## config.mk

```make
export PLATFORM = sky130hd
export DESIGN_NAME = crcGuardTop
export DESIGN_NICKNAME = d
export VERILOG_FILES = /design/src/rtl/crcGuardPkg.sv /design/src/rtl/crcByteStep.sv /design/src/rtl/crcGuardDatapath.sv /design/src/rtl/crcGuardControl.sv /design/src/rtl/crcGuardTop.sv
export SDC_FILE = /design/constraint.sdc
export NUM_CORES = 1
export LEC_CHECK = 0
export ABC_AREA = 1
export BUFFER_PORTS_ARGS = -buffer_cell sky130_fd_sc_hd__buf_2
export CAP_MARGIN = 20
export CORE_ASPECT_RATIO = 0.75
export CORE_MARGIN = 1
export CORE_UTILIZATION = 30
export DETAILED_ROUTE_END_ITERATION = 7
export GPL_TIMING_DRIVEN = 0
export PLACE_DENSITY = 0.51
export SETUP_SLACK_MARGIN = 0.15
export SYNTH_ARGS = -nofsm -noshare
export SYNTH_HDL_FRONTEND = slang
export SYNTH_SLANG_ARGS = --single-unit
```

## constraint.sdc

```tcl
create_clock -name clk -period 3.74 [get_ports clk]
set_input_delay 0.561 -clock clk [delete_from_list [all_inputs] [get_ports clk]]
set_output_delay 0.561 -clock clk [all_outputs]
set_load 0.02 [all_outputs]
```

## src/rtl/crcGuardPkg.sv

```systemverilog
package crcGuardPkg;

  typedef enum logic [1:0] {
    ST_IDLE,
    ST_SCAN,
    ST_WB
  } scanState_t;

  // strobes from control to datapath
  typedef struct packed {
    logic seed;       // load the seed into the accumulator
    logic issueData;  // a data byte read is issued this cycle
  } dpCtrl_t;

endpackage

```

## src/rtl/crcByteStep.sv

```systemverilog
module crcByteStep #(
  parameter int          CRC_W = 8,
  parameter logic [7:0]  POLY  = 8'h07
) (
  input  logic [CRC_W-1:0] crcIn,
  input  logic [CRC_W-1:0] dataIn,
  output logic [CRC_W-1:0] crcOut
);

  logic [CRC_W-1:0] stage [0:CRC_W];

  assign stage[0] = crcIn ^ dataIn;

  for (genvar b = 0; b < CRC_W; b++) begin : g_bit
    assign stage[b+1] = stage[b][CRC_W-1] ? ((stage[b] << 1) ^ POLY[CRC_W-1:0])
                                          : (stage[b] << 1);
  end

  assign crcOut = stage[CRC_W];

endmodule

```

## src/rtl/crcGuardDatapath.sv

```systemverilog
module crcGuardDatapath
  import crcGuardPkg::*;
#(
  parameter logic [7:0] POLY = 8'h07,
  parameter logic [7:0] SEED = 8'hFF
) (
  input  logic       clk,
  input  logic       rstN,
  input  dpCtrl_t    ctrl,
  input  logic [7:0] rdData,
  output logic [7:0] crcQ,
  output logic       mismatch
);

  logic       feedQ;
  logic [7:0] crcNext;

  crcByteStep #(.CRC_W(8), .POLY(POLY)) u_step (
    .crcIn  (crcQ),
    .dataIn (rdData),
    .crcOut (crcNext)
  );

  always_ff @(posedge clk or negedge rstN) begin
    if (!rstN) begin
      feedQ <= 1'b0;
      crcQ  <= SEED;
    end else begin
      feedQ <= ctrl.issueData;
      if (ctrl.seed)
        crcQ <= SEED;
      else if (feedQ)
        crcQ <= crcNext;
    end
  end

  // byte returned by the read port compared with the accumulator
  assign mismatch = (rdData != crcQ);

  // r1: accumulator moves only while returned data is being folded in
  a_r1_acc_hold: assert property (@(posedge clk) disable iff (!rstN)
    (!feedQ && !ctrl.seed) |=> $stable(crcQ));

endmodule

```

## src/rtl/crcGuardControl.sv

```systemverilog
module crcGuardControl
  import crcGuardPkg::*;
#(
  parameter int unsigned ADDR_W   = 7,
  parameter int unsigned NV_BASE  = 0,
  parameter int unsigned NV_LEN   = 43,
  parameter int unsigned THR_BASE = 95,
  parameter int unsigned THR_LEN  = 32,
  parameter logic [7:0]  SEED     = 8'hFF
) (
  input  logic              clk,
  input  logic              rstN,
  input  logic              progReq,
  input  logic              reloadReq,
  input  logic              hostWrEn,
  input  logic [ADDR_W-1:0] hostAddr,
  input  logic [7:0]        hostWrData,
  input  logic [7:0]        crcQ,
  input  logic              mismatch,
  output dpCtrl_t           ctrl,
  output logic              rfRdEn,
  output logic [ADDR_W-1:0] rfRdAddr,
  output logic              rfWrEn,
  output logic [ADDR_W-1:0] rfWrAddr,
  output logic [7:0]        rfWrData,
  output logic              hostWrAccept,
  output logic              busy,
  output logic              nvErr,
  output logic              thrErr
);

  localparam int unsigned MAX_LEN = (NV_LEN > THR_LEN) ? NV_LEN : THR_LEN;
  localparam int unsigned CNT_W   = $clog2(MAX_LEN + 1);
  localparam logic [ADDR_W-1:0] NV_B   = ADDR_W'(NV_BASE);
  localparam logic [ADDR_W-1:0] THR_B  = ADDR_W'(THR_BASE);
  localparam logic [ADDR_W-1:0] THR_CK = ADDR_W'(THR_BASE + THR_LEN);

  scanState_t        state;
  logic [CNT_W-1:0]  cnt;
  logic              isThr;
  logic              chkQ;
  logic              nvPend, nvChkPend, thrPend;
  logic              startNv, startThr, thrTrig, blocked, inCur, wbCycle;
  logic [ADDR_W-1:0] curBase, curCk;
  logic [CNT_W-1:0]  curLen;

  // window currently owned by the scanner
  assign curBase = isThr ? THR_B : NV_B;
  assign curLen  = isThr ? CNT_W'(THR_LEN) : CNT_W'(NV_LEN);
  assign curCk   = curBase + ADDR_W'(curLen);
  assign inCur   = (hostAddr >= curBase) && (hostAddr <= curCk);
  assign wbCycle = (state == ST_WB);

  // host write arbitration
  assign blocked      = wbCycle || ((state == ST_SCAN) && inCur);
  assign hostWrAccept = hostWrEn && !blocked;
  assign thrTrig      = hostWrAccept && (hostAddr >= THR_B) && (hostAddr < THR_CK);

  // request selection: non-volatile window first
  assign startNv  = (state == ST_IDLE) && nvPend;
  assign startThr = (state == ST_IDLE) && !nvPend && thrPend;

  assign ctrl.seed      = startNv || startThr;
  assign ctrl.issueData = (state == ST_SCAN) && (cnt != curLen);

  assign rfRdEn   = (state == ST_SCAN);
  assign rfRdAddr = curBase + ADDR_W'(cnt);
  assign rfWrEn   = hostWrAccept || wbCycle;
  assign rfWrAddr = wbCycle ? curCk : hostAddr;
  assign rfWrData = wbCycle ? crcQ : hostWrData;
  assign busy     = (state != ST_IDLE);

  always_ff @(posedge clk or negedge rstN) begin
    if (!rstN) begin
      state     <= ST_IDLE;
      cnt       <= '0;
      isThr     <= 1'b0;
      chkQ      <= 1'b0;
      nvPend    <= 1'b1;   // power-up reload
      nvChkPend <= 1'b1;
      thrPend   <= 1'b0;
      nvErr     <= 1'b0;
      thrErr    <= 1'b1;   // thresholds unchecked after reset
    end else begin
      nvPend    <= (nvPend && !startNv) || progReq || reloadReq;
      nvChkPend <= reloadReq ? 1'b1 : (progReq ? 1'b0 : nvChkPend);
      thrPend   <= (thrPend && !startThr) || thrTrig;
      unique case (state)
        ST_IDLE: begin
          if (startNv || startThr) begin
            state <= ST_SCAN;
            cnt   <= '0;
            isThr <= startThr;
            chkQ  <= startNv && nvChkPend;
          end
        end
        ST_SCAN: begin
          if (cnt == curLen) state <= ST_WB;
          else               cnt   <= cnt + 1'b1;
        end
        ST_WB: begin
          state <= ST_IDLE;
          if (isThr) thrErr <= 1'b0;
          else       nvErr  <= chkQ && mismatch;
        end
        default: state <= ST_IDLE;
      endcase
    end
  end

  // r4: a fresh scan always starts from the seed
  a_r4_seed_at_start: assert property (@(posedge clk) disable iff (!rstN)
    $rose(busy) |-> (crcQ == SEED));

  // r5: read addresses advance by one on back-to-back reads
  a_r5_addr_step: assert property (@(posedge clk) disable iff (!rstN)
    (rfRdEn && $past(rfRdEn)) |-> (rfRdAddr == ADDR_W'($past(rfRdAddr) + 1'b1)));

  // r9: a controller-owned write follows the read burst and never overlaps it
  a_r9_wb_after_reads: assert property (@(posedge clk) disable iff (!rstN)
    (rfWrEn && !hostWrAccept) |-> ($past(rfRdEn) && !rfRdEn));

  // r10: flags hold outside the write-back cycle
  a_r10_flags_hold: assert property (@(posedge clk) disable iff (!rstN)
    !wbCycle |=> $stable({nvErr, thrErr}));

endmodule

```

## src/rtl/crcGuardTop.sv

```systemverilog
module crcGuardTop
  import crcGuardPkg::*;
#(
  parameter int unsigned ADDR_W   = 7,
  parameter int unsigned NV_BASE  = 0,
  parameter int unsigned NV_LEN   = 43,
  parameter int unsigned THR_BASE = 95,
  parameter int unsigned THR_LEN  = 32,
  parameter logic [7:0]  POLY     = 8'h07,
  parameter logic [7:0]  SEED     = 8'hFF
) (
  input  logic              clk,
  input  logic              rstN,
  input  logic              progReq,
  input  logic              reloadReq,
  input  logic              hostWrEn,
  input  logic [ADDR_W-1:0] hostAddr,
  input  logic [7:0]        hostWrData,
  output logic              hostWrAccept,
  output logic              rfRdEn,
  output logic [ADDR_W-1:0] rfRdAddr,
  input  logic [7:0]        rfRdData,
  output logic              rfWrEn,
  output logic [ADDR_W-1:0] rfWrAddr,
  output logic [7:0]        rfWrData,
  output logic              busy,
  output logic              nvCrcErr,
  output logic              thrCrcErr
);

  dpCtrl_t    ctrl;
  logic [7:0] crcQ;
  logic       mismatch;

  crcGuardControl #(
    .ADDR_W(ADDR_W), .NV_BASE(NV_BASE), .NV_LEN(NV_LEN),
    .THR_BASE(THR_BASE), .THR_LEN(THR_LEN), .SEED(SEED)
  ) u_ctrl (
    .clk(clk), .rstN(rstN), .progReq(progReq), .reloadReq(reloadReq),
    .hostWrEn(hostWrEn), .hostAddr(hostAddr), .hostWrData(hostWrData),
    .crcQ(crcQ), .mismatch(mismatch), .ctrl(ctrl),
    .rfRdEn(rfRdEn), .rfRdAddr(rfRdAddr), .rfWrEn(rfWrEn),
    .rfWrAddr(rfWrAddr), .rfWrData(rfWrData), .hostWrAccept(hostWrAccept),
    .busy(busy), .nvErr(nvCrcErr), .thrErr(thrCrcErr)
  );

  crcGuardDatapath #(.POLY(POLY), .SEED(SEED)) u_dp (
    .clk(clk), .rstN(rstN), .ctrl(ctrl), .rdData(rfRdData),
    .crcQ(crcQ), .mismatch(mismatch)
  );

endmodule

```

After elaboration in Yosys (flattened, before gate mapping). Cells that the tools add are included.

Logic and storage cells: 91. Register bits after elaboration: 24. Output and inout port bits: 28. Input bits: 28.

Bitwise gates (word level): 10. Equal/unequal tests: 8. $lt $le $gt $ge: 4. Mux-type cells: 22. Reduce and logical (&&, ||, !) cells: 33. Add/sub/neg operators: 3.

Operator list (number): $mux W3 (8); $mux W8 (3); $not A3 Y3 (8); $add A7 B6 Y7 (2); $mux W7 (2); $logic_and A1 B1 Y1 (13); $mux W6 (2); $pmux W6 S2 (1); $ne A8 B8 Y1 (1); $reduce_and A2 Y1 (4); $reduce_bool A2 Y1 (4); $xor A8 B8 Y8 (1); $ge A7 B7 Y1 (1); $ge A7 B7 Y1 const B (1); $le A7 B7 Y1 (1); $lt A7 B7 Y1 const B (1); $add A6 B1 Y6 const B (1); $eq A6 B6 Y1 (1); $logic_or A1 B1 Y1 (6); $ne A6 B6 Y1 (1); $logic_not A1 Y1 (4); $mux W2 (2); $mux W4 (1); $ne A2 B2 Y1 const B (2); other kinds (8) (9).

Logic depth before layout (Yosys ltp).
Depth after elaboration: 19. Depth in mapped cells: 11. Depth with buffers taken out: 11.

Hierarchy. A second synthesis with hierarchy kept.

Cell total of the unflattened synthesis: 332. Area total of the unflattened synthesis: 2179.6 um^2.

Modules (own cells, without submodules): crcGuardControl (sequential area each 379.1 um^2, instances 1, area each 1313.8 um^2, cells each 198); crcGuardDatapath (sequential area each 235.2 um^2, instances 1, area each 488.0 um^2, cells each 60); crcByteStep (sequential area each 0.0 um^2, instances 1, area each 377.9 um^2, cells each 74).

Worst setup path before layout. No wires, ideal clock.

Path type: register to output. From: register u_ctrl.isThr. To: output port rfRdAddr[6]. Stages on the path, launching flop included: 7. Setup slack: 1.321 ns. Arrival: 1.858 ns. Buffers on the path: 0. Required time: 3.179 ns. Path through: dfrtp_1 -> inv_1 -> fa_1 -> o21ai_1 -> a21o_1 -> nand2_1 -> xor2_1.

Longest elaborated chain between the ends: 2.

Ends and longest elaborated chain: start: declaration (RTL line crcGuardControl.sv:40) `logic isThr;`; start signal: assignment (RTL line crcGuardControl.sv:93) `isThr <= startThr;`; $mux W7 (RTL line crcGuardControl.sv:48) `assign curBase = isThr ? THR_B : NV_B;`; $add A7 B6 Y7 (RTL line crcGuardControl.sv:67) `assign rfRdAddr = curBase + ADDR_W'(cnt);`; end: declaration (RTL line crcGuardTop.sv:21) `output logic [ADDR_W-1:0] rfRdAddr,`.

No other way between the ends.

Final worst setup path. Ends and elaborated chain as after synthesis.

==> impl_metrics.py <==
metrics = {
    "detailed_routing": {
        "drc": 0,
        "via_count": 1830,
        "wl_um": 4640,
        "firstDrtPassIters": 4,
        "ant_nets": 0,
        "post_drt_wl_per_cell_um": 11.1,
        "drt_iter0_drc": 31,
        "via_per_inst": 4.39,
    },
    "floorplanning": {
        "die_h_um": 73.1,
        "io_pins": 56,
        "core_um2": 6410,
        "start_util_pct": 31.5,
        "fp-row-count": 25,
        "die_area_um2": 7070,
        "die_x_um": 96.8,
    },
    "global_routing": {
        "gr-total-overflow": 0,
        "grt_pass1_wl_um": 8180,
        "grtUsageTotal_pct": 14.2,
        "grt_max_degree": 25,
        "antenna_found_initial": 0,
        "grt_pass1_vias": 1753,
    },
    "critical_path": {
        "r2r_cells": 9,
        "cp.required_ns": 3.18,
        "cp_slowest_cell": "dfrtp_1",
        "r2r-start": "u_ctrl.isThr",
        "r2r_slack_ns": 1.71,
        "worstReg2RegEnd": "u_ctrl.thrPend",
        "crit_fanout": 10,
        "critical_path.max_stage_delay_ns": 0.57,
        "critPathArrivalTime_ns": 2.38,
        "crit_chain": "inv_1, fa_1, o21ai_1, a21o_1, nand2_1, xor2_1, buf_2",
        "worstSetupPathType": "register to primary output",
        "end_kind": "primary output",
        "cp-start-kind": "register",
    },
    "final_layout": {
        "nets": 381,
        "fin_cells": 417,
        "biggestRegsByFlops": "u_dp.crcQ (8), u_ctrl.cnt (6), u_ctrl.state (2)",
        "ff_latch_area_um2": 614,
        "fillCellCount": 687,
        "final_area_um2": 2450,
        "antenna_cells": 0,
        "layout_common_cells": "nand2_1, buf_2, inv_1",
        "syn2layout_area_growth_pct": 21.4,
        "multi_input_area_um2": 1240,
        "final_common_cell": "nand2_1",
        "largest_register": "u_dp.crcQ",
        "largest_reg_flops": 8,
        "drive_gt1_share_pct": 28.9,
    },
    "timing": {
        "slew_viol_final": 0,
        "timing.final.crit_share_pct": 78.7,
        "hold_viol": 0,
        "skew_ns": 0.00444,
        "tns_ns": 0,
        "rsz0062_at_grt": "no",
        "tightest_slew_ns": 0.579,
        "fmax_mhz": 340,
        "maxSlewHeadroom_pct": 61.4,
        "finalSetupViolations": 0,
        "period_minus_slack_ns": 2.94,
    },
    "clock_network": {
        "clk_latency_ns": 0.27,
        "post_cts_resized": 0,
        "root_buffer": "clkbuf_8",
        "clkTransAtPathRegs_ns": 0.09,
        "cts_hold_buffers": 0,
        "cts.htree.levels": 1,
        "clk_path_buf_depth": 2,
        "postCtsSetupBuffers": 0,
        "cts_tree": "yes",
        "cts_num_sinks": 24,
        "cts_buffers": 3,
    },
    "power_and_ir_drop": {
        "switchingPower_w": 0.000225,
        "total_power_w": 0.000693,
        "p_clk_share_pct": 26.0,
        "seqPwrFrac_pct": 43.0,
        "p_per_area_nw_per_um2": 283,
        "power_frac_comb_pct": 31.0,
        "p_leak_nw": 1.37,
        "p_sw_share_pct": 32.4,
        "intPower_w": 0.000469,
        "ir_worst_vdd_mv": 0.126,
    },
    "place": {
        "gp_congestion": 0.816,
        "dp_cells": 413,
        "post_dp_cell_area_um2": 2400,
        "io_buffers": 55,
        "dpl.hpwl_um": 3710,
    },
    "synthesis": {
        "synth_cells": 277,
        "synth_seq_cells": 24,
        "synth_fp_nets": 321,
        "ys.warnings.count": 0,
        "synth_area_leaders": "nand2_1, dfrtp_1, dfstp_2",
        "yosys.area.top_type": "nand2_1",
        "synth_area_um2": 2020,
        "avgSynthCellArea_um2": 7.29,
        "ys_types": 33,
        "synth_top_area_share_pct": 16.3,
        "seq_area_frac_synth_pct": 30.4,
    },
    "outcome": {
        "status": "complete, no violations",
    },
    "hold_path": {
        "hold_class": "input pin to async pin",
    },
    "run": {
        "cap_violations": 0,
    },
}
-- cells in the mapped netlist --
library cell,instances
a21oi_2,1
o22ai_1,2
nand2b_1,1
inv_2,3
a21oi_1,8
xor2_2,1
nand2_2,5
nor3_1,3
or2_2,2
nor2_1,11
nand2_1,88
nand3_1,20
xnor2_2,4
nand2_4,3
nor2_2,2
inv_1,37
dfrtp_1,13
nand4_1,1
nor2_4,1
o21ai_0,18
a21o_1,2
o21ai_4,1
o21ai_2,1
nand3b_1,1
buf_2,2
o21ai_1,2
inv_4,1
fa_1,1
xnor2_1,4
a32o_1,1
xor2_1,11
dfstp_2,11
ha_1,15
-- critical path: cells and delay by family, from the launching register on --
kind / cells / cell delay, ns
compound gates: 2 / 0.38
flops: 1 / 0.57
fa+ha+maj: 1 / 0.51
xor+xnor: 1 / 0.14
buf+inv: 2 / 0.44
simple gates: 1 / 0.07
-- metal layers --
layer  vias up  global-route usage [%]  wire length (µm)  part of all wire [%]
met4         0                    2.49                34                  0.73
met3         2                    2.87               181                   3.9
met2        31                    22.8              1930                    42
li1        997                       -                 -                     -
met5         -                       0                 0                     0
met1       800                    20.0              2490                    54
-- final cells by class --
| class | count | area share [%] |
|---|---|---|
| multi-input cells | 210 | 50.6 |
| flip-flops and latches | 24 | 25.1 |
| repair buffers | 55 | 11.2 |
| inverters | 41 | 6.38 |
| well taps | 81 | 4.13 |
| clock buffers | 4 | 2.24 |
| plain buffers | 2 | 0.408 |
-- how the worst max path moves through the flow --
| stage | depth (start not counted) | slack (ns) | startpoint | to |
|---|---|---|---|---|
| floorplan | 6 | 1.32 | u_ctrl.isThr | rfRdAddr[6] |
| global placement | 7 | 1.07 | u_ctrl.isThr | rfRdAddr[6] |
| detailed placement | 7 | 1.08 | u_ctrl.isThr | rfRdAddr[6] |
| CTS | 7 | 0.76 | u_ctrl.isThr | rfRdAddr[6] |
| global route | 10 | 0.56 | u_ctrl.isThr | rfWrEn |
| finish | 7 | 0.80 | u_ctrl.isThr | rfRdAddr[6] |
-- kinds of logic (layout without fill, tap and decap cells) --
family,count (synthesis),in the layout,share of synthesized area (%)
simple gates,138,138,30.1
buf+inv,43,102,8.24
fa+ha+maj,16,16,10.3
xor+xnor,20,20,10.5
compound gates,36,36,10.5
flops,24,24,30.4
-- power groups by stage --
stage          Combinational, W  Clock, W  Sequential, W
2_1_floorplan          0.000156         0       0.000301
3_3_place_gp           0.000214         0       0.000303
3_5_place_dp           0.000215         0       0.000303
4_1_cts                0.000216  0.000188       0.000298
5_1_grt                0.000252  0.000194       0.000301
6_report               0.000215  0.000180       0.000298
-- through the flow --
| stage | utilization (%) | hold slack (ns) | worst slack, ns |
|---|---|---|---|
| 2_1_floorplan | - | 0.265 | 1.32 |
| 6_report | 38.2 | 0.283 | 0.796 |
| 5_1_grt | 38.2 | 0.310 | 0.559 |
| 3_5_place_dp | 37.4 | 0.444 | 1.08 |
| 4_1_cts | 38.2 | 0.295 | 0.763 |
| 3_3_place_gp | 37.4 | 0.446 | 1.07 |
(Power assumes the default switching activity.)
